[src/rtl/sct_pkg.sv]
package sct_pkg;
  typedef enum logic [3:0] {
    ST_IDLE    = 4'd0,
    ST_ACTIVE  = 4'd1,
    ST_WREC    = 4'd2,
    ST_WREC_AP = 4'd3,
    ST_PRECHG  = 4'd4,
    ST_REFRESH = 4'd5,
    ST_MODE    = 4'd6,
    ST_PDOWN   = 4'd7,
    ST_SREF    = 4'd8
  } trk_state_e;

  typedef enum logic [3:0] {
    C_DESL, C_NOP, C_BST, C_READ, C_WRITE, C_ACT, C_PRE, C_REF, C_MRS
  } cmd_e;
endpackage

[src/rtl/sct_decode.sv]
module sct_decode
  import sct_pkg::*;
(
  input  logic cs_n_i,
  input  logic ras_n_i,
  input  logic cas_n_i,
  input  logic we_n_i,
  output cmd_e cmd_o
);
  always_comb begin
    if (cs_n_i) cmd_o = C_DESL;
    else begin
      case ({ras_n_i, cas_n_i, we_n_i})
        3'b111:  cmd_o = C_NOP;
        3'b110:  cmd_o = C_BST;
        3'b101:  cmd_o = C_READ;
        3'b100:  cmd_o = C_WRITE;
        3'b011:  cmd_o = C_ACT;
        3'b010:  cmd_o = C_PRE;
        3'b001:  cmd_o = C_REF;
        default: cmd_o = C_MRS;
      endcase
    end
  end
endmodule

[src/rtl/sct_timer.sv]
module sct_timer #(
  parameter int CNT_W = 3
) (
  input  logic             clk_i,
  input  logic             rst_ni,
  input  logic             load_i,
  input  logic [CNT_W-1:0] load_val_i,
  output logic             zero_o
);
  logic [CNT_W-1:0] cnt_q;

  always_ff @(posedge clk_i or negedge rst_ni) begin
    if (!rst_ni)            cnt_q <= '0;
    else if (load_i)        cnt_q <= load_val_i;
    else if (cnt_q != '0)   cnt_q <= cnt_q - 1'b1;
  end

  assign zero_o = (cnt_q == '0);

  // an idle counter never wraps
  a_r11_hold_at_zero: assert property (@(posedge clk_i) disable iff (!rst_ni)
    (zero_o && !load_i) |=> zero_o);
endmodule

[src/rtl/sct_rules.sv]
module sct_rules
  import sct_pkg::*;
#(
  parameter int T_DPL = 2,
  parameter int T_RC  = 6,
  parameter int T_RSC = 2,
  parameter int T_RP  = 3,
  parameter int CNT_W = 3
) (
  input  trk_state_e       state_i,
  input  cmd_e             cmd_i,
  input  logic             a10_i,
  input  logic             cke_q_i,
  input  logic             cke_i,
  input  logic             cnt_zero_i,
  output trk_state_e       nxt_o,
  output logic             load_o,
  output logic [CNT_W-1:0] load_val_o,
  output logic             illegal_o
);
  localparam logic [CNT_W-1:0] LD_DPL = CNT_W'(T_DPL - 1);
  localparam logic [CNT_W-1:0] LD_RC  = CNT_W'(T_RC - 1);
  localparam logic [CNT_W-1:0] LD_RSC = CNT_W'(T_RSC - 1);
  localparam logic [CNT_W-1:0] LD_RP  = CNT_W'(T_RP - 1);

  logic       quiet, quiet_mode;
  trk_state_e exp_nxt;
  logic       exp_load;

  assign quiet      = (cmd_i == C_DESL) || (cmd_i == C_NOP) || (cmd_i == C_BST);
  assign quiet_mode = (cmd_i == C_DESL) || (cmd_i == C_NOP);

  // expiry target of each timed state
  always_comb begin
    exp_nxt  = state_i;
    exp_load = 1'b0;
    if (cnt_zero_i) begin
      case (state_i)
        ST_WREC:    exp_nxt = ST_ACTIVE;
        ST_WREC_AP: begin exp_nxt = ST_PRECHG; exp_load = 1'b1; end
        ST_PRECHG, ST_REFRESH, ST_MODE: exp_nxt = ST_IDLE;
        default: ;
      endcase
    end
  end

  always_comb begin
    nxt_o      = state_i;
    load_o     = 1'b0;
    load_val_o = '0;
    illegal_o  = 1'b0;
    if (state_i == ST_PDOWN || state_i == ST_SREF) begin
      if (cke_i) nxt_o = ST_IDLE;
    end else if (!cke_q_i) begin
      nxt_o      = exp_nxt;
      load_o     = exp_load;
      load_val_o = LD_RP;
    end else if (state_i == ST_IDLE && !cke_i) begin
      nxt_o = (cmd_i == C_REF) ? ST_SREF : ST_PDOWN;
    end else begin
      case (state_i)
        ST_IDLE: begin
          case (cmd_i)
            C_ACT: nxt_o = ST_ACTIVE;
            C_REF: begin nxt_o = ST_REFRESH; load_o = 1'b1; load_val_o = LD_RC; end
            C_MRS: begin nxt_o = ST_MODE; load_o = 1'b1; load_val_o = LD_RSC; end
            C_READ, C_WRITE: illegal_o = 1'b1;
            default: ;
          endcase
        end
        ST_ACTIVE, ST_WREC: begin
          case (cmd_i)
            C_READ: begin
              if (a10_i) begin nxt_o = ST_PRECHG; load_o = 1'b1; load_val_o = LD_RP; end
              else nxt_o = ST_ACTIVE;
            end
            C_WRITE: begin
              nxt_o      = a10_i ? ST_WREC_AP : ST_WREC;
              load_o     = 1'b1;
              load_val_o = LD_DPL;
            end
            C_PRE: begin
              if (state_i == ST_ACTIVE) begin
                nxt_o = ST_PRECHG; load_o = 1'b1; load_val_o = LD_RP;
              end else illegal_o = 1'b1;
            end
            C_ACT, C_REF, C_MRS: illegal_o = 1'b1;
            default: nxt_o = exp_nxt;
          endcase
        end
        ST_WREC_AP, ST_PRECHG, ST_REFRESH: begin
          if (quiet) begin
            nxt_o = exp_nxt; load_o = exp_load; load_val_o = LD_RP;
          end else illegal_o = 1'b1;
        end
        ST_MODE: begin
          if (quiet_mode) nxt_o = exp_nxt;
          else illegal_o = 1'b1;
        end
        default: nxt_o = ST_IDLE;
      endcase
    end
  end
endmodule

[src/rtl/sdram_cmd_tracker.sv]
module sdram_cmd_tracker
  import sct_pkg::*;
#(
  parameter int T_DPL = 2,
  parameter int T_RC  = 6,
  parameter int T_RSC = 2,
  parameter int T_RP  = 3
) (
  input  logic       clk_i,
  input  logic       rst_ni,
  input  logic       cs_n_i,
  input  logic       ras_n_i,
  input  logic       cas_n_i,
  input  logic       we_n_i,
  input  logic       a10_i,
  input  logic       cke_i,
  output logic [3:0] state_o,
  output logic       illegal_o,
  output logic [3:0] viol_code_o
);
  localparam int T_A   = (T_DPL > T_RC) ? T_DPL : T_RC;
  localparam int T_B   = (T_RSC > T_RP) ? T_RSC : T_RP;
  localparam int T_MAX = (T_A > T_B) ? T_A : T_B;
  localparam int CNT_W = (T_MAX > 1) ? $clog2(T_MAX) : 1;

  cmd_e             cmd;
  trk_state_e       state_q, state_d;
  logic             cke_q, cnt_zero, load, ill_d, ill_q;
  logic [CNT_W-1:0] load_val;
  logic [3:0]       code_q;

  sct_decode i_decode (
    .cs_n_i (cs_n_i), .ras_n_i(ras_n_i), .cas_n_i(cas_n_i), .we_n_i(we_n_i),
    .cmd_o  (cmd)
  );

  sct_timer #(.CNT_W(CNT_W)) i_timer (
    .clk_i(clk_i), .rst_ni(rst_ni), .load_i(load), .load_val_i(load_val),
    .zero_o(cnt_zero)
  );

  sct_rules #(
    .T_DPL(T_DPL), .T_RC(T_RC), .T_RSC(T_RSC), .T_RP(T_RP), .CNT_W(CNT_W)
  ) i_rules (
    .state_i(state_q), .cmd_i(cmd), .a10_i(a10_i), .cke_q_i(cke_q),
    .cke_i(cke_i), .cnt_zero_i(cnt_zero), .nxt_o(state_d), .load_o(load),
    .load_val_o(load_val), .illegal_o(ill_d)
  );

  always_ff @(posedge clk_i or negedge rst_ni) begin
    if (!rst_ni) begin
      state_q <= ST_IDLE;
      cke_q   <= 1'b1;
      ill_q   <= 1'b0;
      code_q  <= '0;
    end else begin
      state_q <= state_d;
      cke_q   <= cke_i;
      ill_q   <= ill_d;
      code_q  <= ill_d ? 4'(state_q) + 4'd1 : 4'd0;
    end
  end

  assign state_o     = 4'(state_q);
  assign illegal_o   = ill_q;
  assign viol_code_o = code_q;

  // an illegal command leaves the state untouched
  a_r10_hold_on_illegal: assert property (@(posedge clk_i) disable iff (!rst_ni)
    ill_d |=> (state_q == $past(state_q)));
  // code present exactly when flagged
  a_r10_code_with_flag: assert property (@(posedge clk_i) disable iff (!rst_ni)
    illegal_o == (viol_code_o != 4'd0));
  // write recovery leaves only after the timer ran out
  a_r4_wrec_exit_timed: assert property (@(posedge clk_i) disable iff (!rst_ni)
    (state_q == ST_WREC && state_d == ST_ACTIVE && cmd != C_READ) |-> cnt_zero);
  // refresh leaves only after the timer ran out
  a_r7_refresh_exit_timed: assert property (@(posedge clk_i) disable iff (!rst_ni)
    (state_q == ST_REFRESH && state_d != ST_REFRESH) |-> cnt_zero);
  // self refresh is entered from idle only with cke low
  a_r12_sref_entry: assert property (@(posedge clk_i) disable iff (!rst_ni)
    (state_q == ST_IDLE && state_d == ST_SREF) |-> !cke_i);
  // low-power exit requires cke high
  a_r12_lp_exit: assert property (@(posedge clk_i) disable iff (!rst_ni)
    ((state_q == ST_PDOWN || state_q == ST_SREF) && state_d == ST_IDLE) |-> cke_i);
endmodule

[config.mk]
export PLATFORM = sky130hd
export DESIGN_NAME = sdram_cmd_tracker
export DESIGN_NICKNAME = d
export VERILOG_FILES = /design/src/rtl/sct_pkg.sv /design/src/rtl/sct_decode.sv /design/src/rtl/sct_timer.sv /design/src/rtl/sct_rules.sv /design/src/rtl/sdram_cmd_tracker.sv
export SDC_FILE = /design/constraint.sdc
export NUM_CORES = 1
export LEC_CHECK = 0
export ABC_AREA = 1
export BUFFER_PORTS_ARGS = -buffer_cell sky130_fd_sc_hd__buf_2
export CORE_ASPECT_RATIO = 0.9
export CORE_UTILIZATION = 45
export CTS_BUF_LIST = sky130_fd_sc_hd__clkbuf_8
export CTS_CLUSTER_DIAMETER = 40
export DETAILED_ROUTE_END_ITERATION = 6
export HOLD_SLACK_MARGIN = 0.08
export PLACE_DENSITY = 0.66
export SLEW_MARGIN = 20
export SYNTH_ARGS = -nofsm -noshare
export SYNTH_HDL_FRONTEND = slang
export SYNTH_HIERARCHICAL = 1
export SYNTH_SLANG_ARGS = --single-unit
[constraint.sdc]
create_clock -name clk_i -period 2.3 [get_ports clk_i]
set_clock_uncertainty 0.2 [all_clocks]
set_input_delay 0.46 -clock clk_i [delete_from_list [all_inputs] [get_ports clk_i]]
set_output_delay 0.46 -clock clk_i [all_outputs]
set_load 0.03 [all_outputs]
==> reports/qor.yml <==
outcome: "finished with violations"
violations: "DRC"
drive_above_1_share_pct: 35.55
die_w_um: 57.14
final_antenna_net_count: 0
avgSynthCellArea_um2: 5.948
vias: 1497
clkTransAtPathRegs_ns: 0.05
fill_cells: 227
portBuffers: 16
finalMaxSlewViolations: 0
rrSetupSlack_ns: 0.11
leakage_nw: 0.9638
num_antenna_cells: 0
grt_pass1_vias: 1249
num_rows: 17
wl_um: 3344
clock_sinks: 13
synth_flop_cell: "dfrtp_1"
power_density_nw_per_um2: 1021
areaGrowthSynthToFinish_pct: 41.56
antenna_found_initial: 0
async_flop_share_pct: 100.0
crit_fanout: 4
initial_core_util_pct: 48.64
grt_usage_pct: 23.11
maxUsedRoutingLayer: "met4"
hold_viol: 0
syn_nets: 218
hold_path_class: "primary input to flip-flop"
ir_worst_vdd_mv: 0.5883
start_kind: "primary input"
grt_max_degree: 14
cts_root_buf: "clkbuf_8"
yosys_warnings: 6
post-route-min-period_ns: 2.220
max_cap_violations: 0
fin_nets: 268
setup_viol_count_final: 0
worst_slew_pin_slew_ns: 0.3584
timing.hold.ws_ns: 0.1430
die_area_um2: 2949
dpl.hpwl_um: 2542
numCtsBuffers: 3
grt_pass1_wl_um: 5285
core_area_um2: 2531
tritoncts: "yes"
syn_area_um2: 1231
viasPerCell: 5.271
slew_headroom_pct: 75.94
drt_iter0_markers: 113
wire_per_inst_um: 11.77
worstPathArrival_ns: 2.18
grt_overflow_total: 0
wl_met1_um: 1562
clock_latency_ns: 0.24
htree_levels: 1
gp_congestion: 0.9431
ys_seq_area_share_pct: 26.52
final.setup.worst_slack_ns: 0.07951
endpoint_kind: "flip-flop"
routed-wl-met2_um: 1533
period_share_pct: 96.54
dp_slack_ns: -0.3026
first_pass_iters: 6
dr_wl_met3_um: 182
synth_edf_count: 0
cts_buffer_depth: 2
rsz0062_at_grt: "true"
pin_count: 17
drc: 2
critical_path_required_ns: 2.26
crit_type: "primary input to flip-flop"
ys_ff_latch: 13
fmax_mhz: 450.4
syn_inst: 207
dieHeight_um: 51.62
utilization_pct: 68.86
synth_cell_type_count: 26
## layout make-up
type                       instances  area, um2  share of cell area, %
clock buffer                       3      41.29                  2.369
clock inverter                     1      3.754                 0.2154
inverter                          37      141.4                  8.112
multi-input combinational        156      873.3                  50.11
sequential                        13      327.8                  18.81
tap                               28      35.03                  2.010
timing repair buffer              46      320.3                  18.38
## cells in the mapped netlist, types with 2 or more instances
| library cell | instances | area (um2) |
|---|---|---|
| o22ai_1 | 2 | 12.51 |
| inv_1 | 34 | 127.6 |
| inv_2 | 3 | 11.26 |
| dfrtp_1 | 12 | 300.3 |
| o21ai_0 | 9 | 45.04 |
| nand2_2 | 4 | 25.02 |
| nand3_2 | 2 | 20.02 |
| nand4_1 | 3 | 18.77 |
| nor2_2 | 4 | 25.02 |
| nor3_1 | 3 | 15.01 |
| o21ai_1 | 5 | 25.02 |
| a21oi_1 | 9 | 45.04 |
| ha_1 | 3 | 37.54 |
| nor2_1 | 21 | 78.83 |
| nand2_1 | 65 | 244.0 |
| nand3_1 | 18 | 90.09 |
## cells by family after synthesis
| kind of cell | share of synthesized area [%] |
|---|---|
| AND/OR/NAND/NOR | 44.11 |
| buffers and inverters | 12.19 |
| AO/OA/AOI/OAI | 14.13 |
| flip-flops | 26.52 |
| adder cells (fa/ha/maj) | 3.049 |
## per-stage QoR
step                setup TNS (ns)  instance area [um2]  instances  total power [mW]
global placement           -0.9592                 1531        275             1.458
global route               -0.2111                 1743        284             1.939
finish                           0                 1743        284             1.780
CTS                              0                 1592        280             1.691
floorplan                        0                 1240        207             1.173
detailed placement          -1.468                 1531        275             1.489
## power by group
group | total (mW) | switching (mW) | leakage (nW) | internal [mW]
registers | 0.423 | 0.116 | 0.165 | 0.307
logic | 1.16 | 0.740 | 0.772 | 0.421
clock network | 0.195 | 0.0772 | 0.0269 | 0.118
total | 1.78 | 0.934 | 0.964 | 0.846
## layout by cell type, fill, tap and decap left out, types with 2 or more instances in the layout
cell,instances
a21oi_1,7
a21oi_2,2
buf_2,14
buf_4,29
buf_6,2
clkbuf_8,3
dfrtp_1,11
ha_1,3
inv_1,32
inv_2,5
nand2_1,59
nand2_2,8
nand2_4,2
nand3_1,17
nand3_2,2
nand4_1,3
nor2_1,13
nor2_2,6
nor2_4,7
nor3_1,2
o21ai_0,6
o21ai_1,6
o21ai_2,3
o22ai_1,2
## what timing repair did
item | CTS | global route
setup buffers | 0 | 4
gates resized for setup | 3 | 38
hold endpoints to repair | 12 | 0
hold buffers | 1 | 0
pin swaps | 0 | 14
setup endpoints to repair | 1 | 10
## critical path, cell delays in order
cell     delay (ns)
buf_6          0.10
nor2_4         0.16
nor2_4         0.05
nor2_4         0.19
nand2_4        0.11
nor3_4         0.15
buf_4          0.14
a21oi_1        0.05
nor2_1         0.09
a21oi_1        0.05
a31oi_1        0.26
buf_4          0.18
o21ai_0        0.07
a21oi_1        0.12
## sequential cells by signal, summed over array words and instances (netlist names)
| register | count |
|---|---|
| illegal_o | 1 |
| cke_q | 1 |
| state_o | 4 |
| i_timer/cnt_q | 3 |
| viol_code_o | 4 |
## layer usage
| metal | track usage (%) | vias to the layer above |
|---|---|---|
| li1 | - | 761 |
| met1 | 32.36 | 667 |
| met2 | 35.88 | 59 |
| met3 | 4.478 | 10 |
| met4 | 7.317 | 0 |
| met5 | 0 | - |
## path summary, 6_finish.rpt
check,endpoint,start,depth (start not counted)
worst max-delay path,viol_code_o[2],cas_n_i,14
worst min-delay path,cke_q,cke_i,1
worst max register to register,viol_code_o[2],state_o[2],10
worst min register to register,i_timer/cnt_q[1],i_timer/cnt_q[1],2
max in group asynchronous,cke_q,rst_ni,2
min in group asynchronous,illegal_o,rst_ni,2
(Power assumes the default switching activity.)
